[src/rtl/dchk_pkg.sv]
package dchk_pkg;

    typedef enum logic [2:0] {
        FLT_NONE  = 3'd0,
        FLT_ALIGN = 3'd1,
        FLT_ACV   = 3'd2,
        FLT_PAGE  = 3'd3,
        FLT_MISS  = 3'd4
    } fault_e;

    localparam int ST_WR   = 0;
    localparam int ST_ACV  = 1;
    localparam int ST_FONR = 2;
    localparam int ST_FONW = 3;
    localparam int ST_W    = 4;

    localparam logic [1:0] MODE_KERNEL = 2'd0;

    typedef struct packed {
        fault_e            fault;
        logic [ST_W-1:0]   status;
    } verdict_t;

    function automatic logic [ST_W-1:0] pack_status(
        input logic wr, input logic acv, input logic fonr, input logic fonw);
        logic [ST_W-1:0] s;
        s = '0;
        s[ST_WR]   = wr;
        s[ST_ACV]  = acv;
        s[ST_FONR] = fonr;
        s[ST_FONW] = fonw;
        return s;
    endfunction

endpackage

[src/rtl/dchk_align.sv]
module dchk_align #(
    parameter int VA_W      = 64,
    parameter int MAX_SZ_LG = 3
) (
    input  logic [VA_W-1:0] vaddr,
    input  logic [1:0]      size_log2,
    output logic            misaligned
);
    localparam int LOW_W = 1 << MAX_SZ_LG;

    logic [LOW_W-1:0] low_mask;

    always_comb begin
        low_mask   = (LOW_W'(1) << size_log2) - LOW_W'(1);
        misaligned = |(vaddr[LOW_W-1:0] & low_mask);
    end
endmodule

[src/rtl/dchk_superpage.sv]
module dchk_superpage #(
    parameter int          VA_W     = 64,
    parameter int          PA_W     = 44,
    parameter int          SPACE_HI = 47,
    parameter int          SPACE_LO = 41,
    parameter logic [6:0]  SP_TAG   = 7'h7E,
    parameter int          EXT_BIT  = 40
) (
    input  logic [VA_W-1:0] vaddr,
    output logic            in_window,
    output logic [PA_W-1:0] direct_pa
);
    localparam int SPACE_W = SPACE_HI - SPACE_LO + 1;

    assign in_window = (vaddr[SPACE_HI:SPACE_LO] == SP_TAG[SPACE_W-1:0]);

    for (genvar i = 0; i < PA_W; i++) begin : g_pa
        if (i > EXT_BIT) begin : g_ext
            assign direct_pa[i] = vaddr[i] | vaddr[EXT_BIT];
        end else begin : g_pass
            assign direct_pa[i] = vaddr[i];
        end
    end
endmodule

[src/rtl/dchk_perm.sv]
module dchk_perm
    import dchk_pkg::*;
#(
    parameter int N_MODES = 4,
    parameter int MODE_W  = 2
) (
    input  logic [MODE_W-1:0]  mode,
    input  logic               is_write,
    input  logic [N_MODES-1:0] rd_en,
    input  logic [N_MODES-1:0] wr_en,
    input  logic               fault_rd,
    input  logic               fault_wr,
    output verdict_t           verdict
);
    logic rd_ok;
    logic wr_ok;

    always_comb begin
        rd_ok = rd_en[mode];
        wr_ok = wr_en[mode];
        verdict.fault  = FLT_NONE;
        verdict.status = '0;
        if (is_write) begin
            if (!wr_ok) begin
                verdict.fault  = FLT_PAGE;
                verdict.status = pack_status(1'b1, 1'b1, 1'b0, fault_wr);
            end else if (fault_wr) begin
                verdict.fault  = FLT_PAGE;
                verdict.status = pack_status(1'b1, 1'b0, 1'b0, 1'b1);
            end
        end else begin
            if (!rd_ok) begin
                verdict.fault  = FLT_ACV;
                verdict.status = pack_status(1'b0, 1'b1, fault_rd, 1'b0);
            end else if (fault_rd) begin
                verdict.fault  = FLT_PAGE;
                verdict.status = pack_status(1'b0, 1'b0, 1'b1, 1'b0);
            end
        end
    end
endmodule

[src/rtl/dchk_top.sv]
module dchk_top
    import dchk_pkg::*;
#(
    parameter int VA_W    = 64,
    parameter int PA_W    = 44,
    parameter int PG_BITS = 13,
    parameter int N_MODES = 4
) (
    input  logic                    clk,
    input  logic                    rst,
    input  logic                    req_valid,
    input  logic [VA_W-1:0]         vaddr,
    input  logic [1:0]              size_log2,
    input  logic                    is_write,
    input  logic [1:0]              priv_mode,
    input  logic                    tlb_hit,
    input  logic [PA_W-PG_BITS-1:0] tlb_ppn,
    input  logic [N_MODES-1:0]      tlb_rd_en,
    input  logic [N_MODES-1:0]      tlb_wr_en,
    input  logic                    tlb_fault_rd,
    input  logic                    tlb_fault_wr,
    output logic                    rsp_valid,
    output logic [2:0]              rsp_fault,
    output logic [ST_W-1:0]         rsp_status,
    output logic [PA_W-1:0]         rsp_paddr
);
    localparam int MODE_W = $clog2(N_MODES);

    logic            misaligned;
    logic            sp_hit;
    logic [PA_W-1:0] sp_pa;
    verdict_t        perm_v;
    verdict_t        next_v;
    logic [PA_W-1:0] next_pa;

    dchk_align #(.VA_W(VA_W)) u_align (
        .vaddr      (vaddr),
        .size_log2  (size_log2),
        .misaligned (misaligned)
    );

    dchk_superpage #(.VA_W(VA_W), .PA_W(PA_W)) u_sp (
        .vaddr     (vaddr),
        .in_window (sp_hit),
        .direct_pa (sp_pa)
    );

    dchk_perm #(.N_MODES(N_MODES), .MODE_W(MODE_W)) u_perm (
        .mode     (priv_mode[MODE_W-1:0]),
        .is_write (is_write),
        .rd_en    (tlb_rd_en),
        .wr_en    (tlb_wr_en),
        .fault_rd (tlb_fault_rd),
        .fault_wr (tlb_fault_wr),
        .verdict  (perm_v)
    );

    always_comb begin
        next_v.fault  = FLT_NONE;
        next_v.status = '0;
        next_pa       = '0;
        if (misaligned) begin
            next_v.fault  = FLT_ALIGN;
            next_v.status = pack_status(is_write, 1'b0, 1'b0, 1'b0);
        end else if (sp_hit) begin
            if (priv_mode != MODE_KERNEL) begin
                next_v.fault  = FLT_ACV;
                next_v.status = pack_status(is_write, 1'b1, 1'b0, 1'b0);
            end else begin
                next_pa = sp_pa;
            end
        end else if (!tlb_hit) begin
            next_v.fault  = FLT_MISS;
            next_v.status = pack_status(is_write, 1'b0, 1'b0, 1'b0);
        end else begin
            next_v = perm_v;
            if (perm_v.fault == FLT_NONE) begin
                next_pa = {tlb_ppn, vaddr[PG_BITS-1:0]};
            end
        end
    end

    always_ff @(posedge clk) begin
        if (rst || !req_valid) begin
            rsp_valid  <= 1'b0;
            rsp_fault  <= 3'd0;
            rsp_status <= '0;
            rsp_paddr  <= '0;
        end else begin
            rsp_valid  <= 1'b1;
            rsp_fault  <= next_v.fault;
            rsp_status <= next_v.status;
            rsp_paddr  <= next_pa;
        end
    end
endmodule

[config.mk]
export PLATFORM = sky130hd
export DESIGN_NAME = dchk_top
export DESIGN_NICKNAME = d
export VERILOG_FILES = /design/src/rtl/dchk_pkg.sv /design/src/rtl/dchk_align.sv /design/src/rtl/dchk_superpage.sv /design/src/rtl/dchk_perm.sv /design/src/rtl/dchk_top.sv
export SDC_FILE = /design/constraint.sdc
export NUM_CORES = 1
export LEC_CHECK = 0
export BUFFER_PORTS_ARGS = -buffer_cell sky130_fd_sc_hd__buf_2
export CAP_MARGIN = 20
export CORE_ASPECT_RATIO = 1.25
export CORE_UTILIZATION = 30
export CTS_CLUSTER_DIAMETER = 100
export CTS_CLUSTER_SIZE = 24
export DETAILED_ROUTE_END_ITERATION = 12
export GPL_TIMING_DRIVEN = 0
export PLACE_DENSITY_LB_ADDON = 0.3
export SLEW_MARGIN = 10
export SYNTH_ARGS = -nofsm -noshare
export SYNTH_HDL_FRONTEND = slang
export SYNTH_SLANG_ARGS = --single-unit
[constraint.sdc]
create_clock -name clk -period 2.05 [get_ports clk]
set_clock_uncertainty 0.05 [all_clocks]
set_input_delay 0.41 -clock clk [delete_from_list [all_inputs] [get_ports clk]]
set_output_delay 0.41 -clock clk [all_outputs]
set_load 0.02 [all_outputs]
; Word-level counts from Yosys, hierarchy flattened
; Index checks and enable logic that the tools add are counted.
[op_classes]
n_eq_ne = 1
shifts = 1
bitwise = 4
n_addsub = 1
order_cmp = 1
muxes = 18
n_reduce_logical = 6
[op_table]
columns = cell, count
row1 = 2-to-1 mux 44 bit, 4
row2 = 2-to-1 mux 7 bit, 5
row3 = 2-to-1 mux 6 bit, 3
row4 = OR reduction 9 bit, 1
row5 = AND 8 bit, 1
row6 = OR reduction 8 bit, 1
row7 = left shift 1 x 2 -> 8 bit (first input constant), 1
row8 = subtractor 8 x 2 -> 8 bit (second input constant), 1
row9 = == test 7 bit (second input constant), 1
row10 = 2-to-1 mux 5 bit, 1
row11 = binary-select mux 1 bit (select 2 bit), 2
row12 = zero test 3 bit, 1
row13 = < comparator 2 x 3 -> 1 bit (second input constant), 1
row14 = 2-to-1 mux 1 bit, 3
row15 = bitwise OR 1 bit, 3
row16 = nonzero test 2 bit, 1
row17 = zero test 1 bit, 1
row18 = logical OR 1 bit, 1
[totals]
ff_bits = 52

; Depth between registers and ports, before layout
; Gate-level depths: netlist of the first run.
[depth]
word_depth = 8
mapped_depth = 9
mapped_depth_nobuf = 7

; Modules after synthesis
; A second synthesis of the first run with hierarchy kept.
[hier_totals]
hier_cells = 211
hier_area_um2 = 2257.2
[modules_own_cells]
columns = module, seq_area_each_um2, area_per_inst_um2, cells_per_inst, instances
row1 = dchk_top, 1041.0, 1684.1, 132, 1
row2 = dchk_superpage, 0.0, 344.1, 47, 1
row3 = dchk_perm, 0.0, 133.9, 18, 1
row4 = dchk_align, 0.0, 95.1, 14, 1

; Worst setup path before layout of the first run
; Ideal clock, no wire load.
[synth_timing]
kind = input -> register
from = in size_log2[1]
to = reg rsp_paddr[37]
setup_time_ns = 0.065
t_required_ns = 1.935
cell_stages = 7
setup_slack_ns = 0.099
n_path_buf = 2
arrival_ns = 1.836
cell_sequence = or2_1 -> ha_1 -> o221ai_1 -> or4_1 -> clkbuf_1 -> buf_2 -> nor2_1
[synth_between]
elab_chain_cells = 4
[synth_rtl]
columns = item, line
row1 = from (decl), dchk_top.sv:13  ; input logic [1:0] size_log2,
row2 = left shift 1 x 2 -> 8 bit, dchk_align.sv:14  ; low_mask = (LOW_W'(1) << size_log2) - LOW_W'(1);
row3 = subtractor 8 x 2 -> 8 bit, dchk_align.sv:14
row4 = AND 8 bit, dchk_align.sv:15  ; misaligned = |(vaddr[LOW_W-1:0] & low_mask);
row5 = OR reduction 9 bit (no source line), --
row6 = to (signal assigned), dchk_top.sv:93  ; rsp_paddr <= next_pa;
row7 = to (decl), dchk_top.sv:25  ; output logic [PA_W-1:0] rsp_paddr
; Every way passes these cells.
; A chain may end at the register's enable or synchronous reset.

; Worst setup path in the final report of the first run
[layout_timing]
from = in size_log2[1]
to = reg rsp_paddr[32]
; Same word-level chain as after synthesis.

==> summary.md, run 1 <==
| Metric | Value |
|---|---|
| HPWL Detailed | 4470 µm |
| Maxcap violations | 0 |
| Area leader, netlist | dfxtp_1 |
| EDFF count, synth | 0 |
| Max FO, Critical Path | 10 |
| First-pass GRT wire length | 8300 µm |
| GP Congestion | 0.703 |
| Worst vdd ir | 405 µV |
| CTS Root Buffer Type | clkbuf_8 |
| Largest net degree at the start of global routing | 16 |
| Layout area overhead | 51.1% |
| # DRC | 0 |
| Diodes inserted | 0 |
| Die ar. | 6700 µm² |
| Leakage power | 1.43 nW |
| Layout cells sized above 1 | 48.1% |
| Clk sinks | 52 |
| Antenna-violating nets left | 0 |
| GR Util All Layers | 16.3% |
| WL per Instance | 13.0 µm |
| Cell Pwr Density | 672 nW/µm² |
| Synth top area share | 54.5% |
| Slew headroom | 68.1% |
| Kind of critical path | in2reg |
| Detailed Route Iter0 Violations | 62 |
| Via count | 2033 |
| Worst hold path stage count | 2 |
| Maximum clock rate | 515 MHz |
| Worst path required time | 2230 ps |
| YS warnings | 0 |
| FILL cells | 668 |
| Worst Path Arrival | 2120 ps |
| Final min period | 1940 ps |
| # Post-CTS Setup Buffers | 0 |
| Overflow after GRT | 0 |
| Placed cells | 426 |
| Hold Crit Class | in2reg |
| Final nets | 462 |
| First element of the critical path | size_log2[1] |
| Outcome | completed |
| Initial core utilization | 31.0% |
| Async set-reset flop share out of synthesis | 0% |
| Area after DPL | 2760 µm² |
| Setup WS pre-CTS | -376 ps |
| Most used flip-flop cell after synthesis | dfxtp_1 |
| Core ar. | 6170 µm² |
| Final Hold Fails | 0 |
| Register area share after synthesis | 54.5% |
| Die extent in y | 91.3 µm |
| Count of pins over their slew limit | 0 |
| Cell with the most instances after synthesis | dfxtp_1 |
| Fin Hold WS | 264 ps |
| I/O pins | 166 |
| Crit start category | input pin |
| TritonRoute pass-1 iters | 4 |
| IO buf count | 149 |
| TritonCTS clock tree | done |
| Initial antenna violation count | 0 |
| Nature of the critical path endpoint | register |
| Vias in the first global route | 1831 |
| Synth cell types | 33 |
| Die width | 73.4 µm |
| Rows | 32 |
| Synthesized cell area | 1910 µm² |
| Clk slew on worst S/H paths | 90 ps |
| Core Util, Final | 46.9% |
| Mapped Nets | 308 |
| Final Cell Area | 2890 µm² |
| Pin slew with the least headroom to its limit | 479 ps |
| Fin cells | 432 |
| Final period util | 94.6% |
| Synthesized instance count | 192 |
| Final setup viols | 0 |
| Total CTS buffers | 5 |
| Final wirelength | 5640 µm |
| Final WS setup | 110 ps |
| Top cells by area, synth | dfxtp_1, a32oi_1, nor2_1 |
| Synth Register Bits | 52 |
| Via-to-Cell Ratio | 4.71 |
| RSZ-0062 raised after global routing | false |
| Post-synth top cells | dfxtp_1, nor2_1, a32oi_1 |
| Syn avg cell area | 9.96 µm² |
| CTS HTree Levels | 2 |
| Max clock buf depth | 2 |
| CP endpoint | rsp_paddr[32] |
[layout by cell type (no fill, tap or decap), drive strengths merged, types with 2 or more instances in the layout]
cell type	Yosys	final
buf	6	155
dfxtp	52	52
nor2	35	35
a32oi	27	27
and3	14	14
clkbuf	10	14
inv	5	5
nand3	4	4
a21oi	4	4
a31oi	4	4
nand2b	3	3
nand2	3	3
o2bb2ai	2	2
mux4	2	2
nor3	2	2
ha	2	2
nor4	2	2
[state kept, by name, summed over array words and instances (netlist names)]
name / flops
rsp_paddr: 44
rsp_status: 4
rsp_fault: 3
rsp_valid: 1
[where the power goes]
part,switching [W],internal (W),total (W),leakage (nW)
Clock,0.000311,0.000362,0.000673,0.0552
Sequential,0.00000203,0.00102,0.00102,0.420
Combinational,0.000129,0.000120,0.000248,0.958
[worst max-delay path, cell delays in order]
cell and delay, ps:
buf_2 110, or2_1 240, ha_1 280, o221ai_1 200, or4_4 530, buf_2 220, nor2_1 120
[worst min path at each step]
stage,to,start
after detailed placement,rsp_fault[2],tlb_hit
after global routing,rsp_fault[2],tlb_hit
after floorplan,rsp_fault[2],tlb_hit
after global placement,rsp_fault[2],tlb_hit
after CTS,rsp_fault[2],tlb_hit
final,rsp_fault[2],tlb_hit
[metal layers]
metal	part of all wire [%]	vias up	routed length, µm	GRT usage (%)
met5	0	-	0	0
met4	0.51	0	29	4.33
met3	6.5	2	366	4.66
met2	53	82	2970	30.2
met1	40	929	2270	17.5
li1	-	1020	-	-
[cell type report]
type / instances / area, µm² / area share (%)
Timing Repair Buffer: 149 / 746 / 25.8
Buffer: 14 / 66.3 / 2.30
Inverter: 5 / 18.8 / 0.650
Sequential cell: 52 / 1040 / 36.0
Tap cell: 85 / 106 / 3.68
Multi-Input combinational cell: 119 / 803 / 27.8
Clock inverter: 2 / 35.0 / 1.21
Clock buffer: 6 / 72.6 / 2.51
[through the flow]
step	setup TNS [ps]	power (W)
after floorplan	0	0.00115
after global placement	-11790	0.00128
after detailed placement	-12670	0.00129
after CTS	0	0.00197
after global routing	0	0.00203
final	0	0.00194
[logic make-up after synthesis]
family	after synthesis	synth area share, %
simple gates	71	18.4
buf+inv	21	4.84
compound gates	43	18.1
mux	3	2.88
flops	52	54.5
fa+ha+maj	2	1.31
[repair_timing]
| action | 4_1_cts | 5_1_grt |
|---|---|---|
| gates resized for setup | 1 | 3 |
| pin swaps | 0 | 0 |
| endpoints found under the setup margin | 10 | 38 |
| cloned | 0 | 0 |
| hold buffers | 0 | 0 |
(Power assumes the default switching activity.)
==> inputs of run 2 (changes only) <==
Settings changed: CORE_ASPECT_RATIO 1.25 to 0.5.
==> summary.md, run 2 (synthesis results as in run 1) <==
| Metric | Value |
|---|---|
| Outcome | completed |
| Clk slew on worst S/H paths | 70 ps |
| # DRC | 0 |
| Detailed Route Iter0 Violations | 108 |
| Final wirelength | 5750 µm |
| GP Congestion | 0.763 |
| Initial antenna violation count | 0 |
| First element of the critical path | size_log2[1] |
| Die extent in y | 58.5 µm |
| Layout area overhead | 55.0% |
| Hold_sp | tlb_hit |
| Commonest non-fill, non-tap cells in the layout | buf_2, dfxtp_1, nor2_1, a32oi_1, and3_1 |
| Diodes inserted | 0 |
| TritonRoute pass-1 iters | 4 |
| Fin Hold WS | 275 ps |
| Via count | 2072 |
| Maxcap violations | 0 |
| Antenna-violating nets left | 0 |
| CTS Root Buffer Type | clkbuf_16 |
| Largest net degree at the start of global routing | 17 |
| Layout cells sized above 1 | 48.7% |
| Final nets | 464 |
| Top flop regs | rsp_paddr: 44 flops, rsp_status: 4 flops, rsp_fault: 3 flops |
| TritonCTS clock tree | done |
| Min-Delay Endpoint | rsp_fault[2] |
| WL met3 | 190 µm |
| Detail Route met2 WL | 2960 µm |
| Worst Path Arrival | 2140 ps |
| GR Util All Layers | 16.8% |
| RSZ-0062 raised after global routing | false |
| Final Hold Fails | 0 |
| Initial core utilization | 31.3% |
| Wl on met1 | 2510 µm |
| Count of pins over their slew limit | 0 |
| I/O pins | 166 |
| WL per Instance | 13.2 µm |
| Highest metal used | met4 |
| FILL cells | 628 |
| Final min period | 1970 ps |
| Kind of critical path | in2reg |
| IO buf count | 149 |
| Maximum clock rate | 507 MHz |
| Final period util | 96.3% |
| Worst path required time | 2220 ps |
| Most common cell after layout, fill and taps aside | buf_2 |
| Slew headroom | 66.4% |
| Vias in the first global route | 1927 |
| HPWL Detailed | 4480 µm |
| Setup WS pre-CTS | -419 ps |
| First-pass GRT wire length | 8740 µm |
| Crit start category | input pin |
| Die ar. | 6720 µm² |
| Max FO, Critical Path | 10 |
| Pin slew with the least headroom to its limit | 503 ps |
| # Post-CTS Setup Buffers | 0 |
| Die width | 115 µm |
| Final WS setup | 76.5 ps |
| Leakage power | 1.46 nW |
| CTS HTree Levels | 2 |
| Nature of the critical path endpoint | register |
| Overflow after GRT | 0 |
| Max clock buf depth | 2 |
| Clk sinks | 52 |
| Final Power | 0.00212 W |
| Worst hold path stage count | 2 |
| Via-to-Cell Ratio | 4.74 |
| Worst vdd ir | 564 µV |
| Final setup viols | 0 |
| Reg with most FFs | rsp_paddr |
| Total CTS buffers | 5 |
| Hold Crit Class | in2reg |
| Max reg flops | 44 |
| Core ar. | 6110 µm² |
| Cell Pwr Density | 717 nW/µm² |
| Rows | 20 |
run 2: changes by cell type in the layout (fill, tap and decap cells not counted), sizes merged:
cell,before,now
buf,155,156
bufinv,1,0
clkbuf,14,15
inv,5,6
run 2: worst max-delay path: stages:
cell and delay, ps:
buf_2 120, or2_1 260, ha_1 300, o221ai_2 140
or4_1 430, buf_4 180, buf_2 180, nor2_1 120
run 2: worst max path at each step:
stage          depth (start not counted)            end  slack [ps]
3_3_place_gp                           7   rsp_paddr[4]        -340
6_report                               8  rsp_paddr[34]          80
2_1_floorplan                          7  rsp_paddr[37]         100
3_5_place_dp                           7   rsp_paddr[9]        -420
5_1_grt                                9  rsp_paddr[28]          20
4_1_cts                                8  rsp_paddr[34]          30
run 2: area by class of cell:
type	count	area, µm²	share of cell area (%)
flip-flops and latches	52	1040	35.1
clock inverters	2	13.8	0.465
well taps	88	110	3.72
multi-input cells	119	812	27.4
inverters	5	18.8	0.633
repair buffers	149	746	25.2
plain buffers	16	82.6	2.79
clock buffers	6	139	4.69
run 2: power by group:
group / switching (W) / internal, W / total (W)
Clock: 0.000361 / 0.000488 / 0.000849
Combinational: 0.000132 / 0.000123 / 0.000255
Sequential: 0.00000181 / 0.00102 / 0.00102
run 2: stage by stage:
| step | TNS [ps] | instance area (µm²) | util, % | instances |
|---|---|---|---|---|
| 6_report | 0 | 2960 | 48.5 | 437 |
| 5_1_grt | 0 | 2960 | 48.5 | 437 |
| 4_1_cts | 0 | 2930 | 48.0 | 437 |
| 3_5_place_dp | -12870 | 2770 | 45.3 | 429 |
| 3_3_place_gp | -10390 | 2770 | 45.3 | 429 |
| 2_1_floorplan | 0 | 1910 | - | 192 |
run 2: timing repair:
item	in CTS	in global routing
endpoints found under the hold margin	0	0
gates resized for setup	3	9
setup endpoints to repair	10	42
hold buffers	0	0
run 2: routing by layer:
layer  track usage, %  up-vias
met5                0        -
met3             3.40       10
met2             30.0       59
li1                 -     1021
met1             20.5      982
met4             5.57        0
==> inputs of run 3 (changes only) <==
Settings changed: CORE_UTILIZATION 30 to 34.
==> summary.md, run 3 (synthesis results as in run 1) <==
| Metric | Value |
|---|---|
| Final Hold Fails | 0 |
| Hold_sp | tlb_hit |
| HPWL Detailed | 4350 µm |
| CTS HTree Levels | 2 |
| Largest net degree at the start of global routing | 16 |
| Clk sinks | 52 |
| Max reg flops | 44 |
| CP cell instances | buf_2 -> or2_1 -> ha_1 -> o221ai_1 -> or4_4 -> buf_2 -> nor2_1 |
| Count of pins over their slew limit | 0 |
| Setup WS pre-CTS | -391 ps |
| Overflow after GRT | 0 |
| Final WS setup | 97.3 ps |
| GR Util All Layers | 17.7% |
| Worst Path Arrival | 2140 ps |
| Hold Crit Class | in2reg |
| Worst vdd ir | 324 µV |
| Kind of critical path | in2reg |
| Final Power | 0.00202 W |
| Via count | 2042 |
| Min-Delay Endpoint | rsp_fault[2] |
| Layout cells sized above 1 | 48.3% |
| WL per Instance | 13.1 µm |
| Total CTS buffers | 5 |
| IO buf count | 149 |
| Area of the multi-input gates | 803 µm² |
| Die ar. | 5950 µm² |
| Final wirelength | 5480 µm |
| Fin cells | 418 |
| Vias in the first global route | 1871 |
| Final Cell Area | 2890 µm² |
| Clk slew on worst S/H paths | 90 ps |
| Seq. cell area | 1040 µm² |
| Final min period | 1950 ps |
| Placed cells | 411 |
| FILL cells | 486 |
| I/O pins | 166 |
| CTS Root Buffer Type | clkbuf_8 |
| Die width | 108 µm |
| Via-to-Cell Ratio | 4.89 |
| Worst hold path stage count | 2 |
| Max FO, Critical Path | 10 |
| First element of the critical path | size_log2[1] |
| Crit start category | input pin |
| TritonCTS clock tree | done |
| Diodes inserted | 0 |
| Max clock buf depth | 2 |
| Commonest non-fill, non-tap cells in the layout | buf_2, dfxtp_1, nor2_1, a32oi_1, and3_1 |
| Die extent in y | 55.0 µm |
| Antenna-violating nets left | 0 |
| Layout area overhead | 51.3% |
| Maximum clock rate | 512 MHz |
| Nature of the critical path endpoint | register |
| Hold Buf Count CTS | 0 |
| Leakage power | 1.44 nW |
| Final setup viols | 0 |
| Critical path's largest stage delay | 530 ps |
| Cell Pwr Density | 697 nW/µm² |
| Reg with most FFs | rsp_paddr |
| Core ar. | 5160 µm² |
| Maxcap violations | 0 |
| Final period util | 95.3% |
| Initial core utilization | 37.1% |
| Top flop regs | rsp_paddr: 44 flops, rsp_status: 4 flops, rsp_fault: 3 flops |
| First-pass GRT wire length | 7980 µm |
| Final nets | 463 |
| # Post-CTS Setup Buffers | 0 |
| Slowest cell on crit path | or4_4 |
| RSZ-0062 raised after global routing | false |
| # DRC | 0 |
| Pin slew with the least headroom to its limit | 465 ps |
| Core Util, Final | 56.1% |
| Worst path required time | 2240 ps |
| Area after DPL | 2750 µm² |
| Slew headroom | 68.7% |
| Initial antenna violation count | 0 |
| Most used cell, CP | buf_2 |
| Detailed Route Iter0 Violations | 71 |
| GP Congestion | 0.743 |
| Rows | 18 |
| Most common cell after layout, fill and taps aside | buf_2 |
| Outcome | completed |
| TritonRoute pass-1 iters | 6 |
## run 3: where the power goes
part	total, W	internal, W	switching [W]
Sequential	0.00102	0.00102	0.00000185
Clock	0.000750	0.000431	0.000320
Combinational	0.000247	0.000120	0.000127
Total	0.00202	0.00157	0.000449
## run 3: worst max path at each step
| stage | end | slack (ps) | depth (start not counted) |
|---|---|---|---|
| after floorplan | rsp_paddr[37] | 100 | 7 |
| after global placement | rsp_paddr[3] | -350 | 7 |
| after detailed placement | rsp_paddr[3] | -390 | 7 |
| after CTS | rsp_paddr[35] | 50 | 8 |
| after global routing | rsp_paddr[31] | 20 | 7 |
| final | rsp_paddr[27] | 100 | 7 |
## run 3: cell type report
type,instances,share of cell area (%)
timing repair buffer,149,25.8
buffer,15,2.42
sequential,52,36.0
inverter,5,0.649
multi-input combinational,119,27.8
tap,70,3.03
clock buffer,7,3.33
clock inverter,1,1.04
## run 3: metrics by stage
step,TNS (ps),hold slack (ps)
final,0,254
after global routing,0,249
after CTS,0,248
after detailed placement,-11380,564
after global placement,-10130,562
after floorplan,0,439
## run 3: repair_timing
action / CTS / global route
endpoints found under the hold margin: 0 / 0
setup endpoints to repair: 10 / 39
gates cloned: 0 / 0
resized for setup: 1 / 3
## run 3: critical path, delay by kind of cell
family | cells | cell delay [ps]
fa+ha+maj | 1 | 280
compound gates | 1 | 210
buf+inv | 2 | 350
simple gates | 3 | 890
## run 3: per-layer routing
layer / vias up / share of wire, % / GRT usage [%]
li1: 1021 / - / -
met1: 958 / 40 / 19.3
met2: 59 / 54 / 35.9
met3: 4 / 5.0 / 3.51
met4: 0 / 0.69 / 5.71
met5: - / 0 / 0
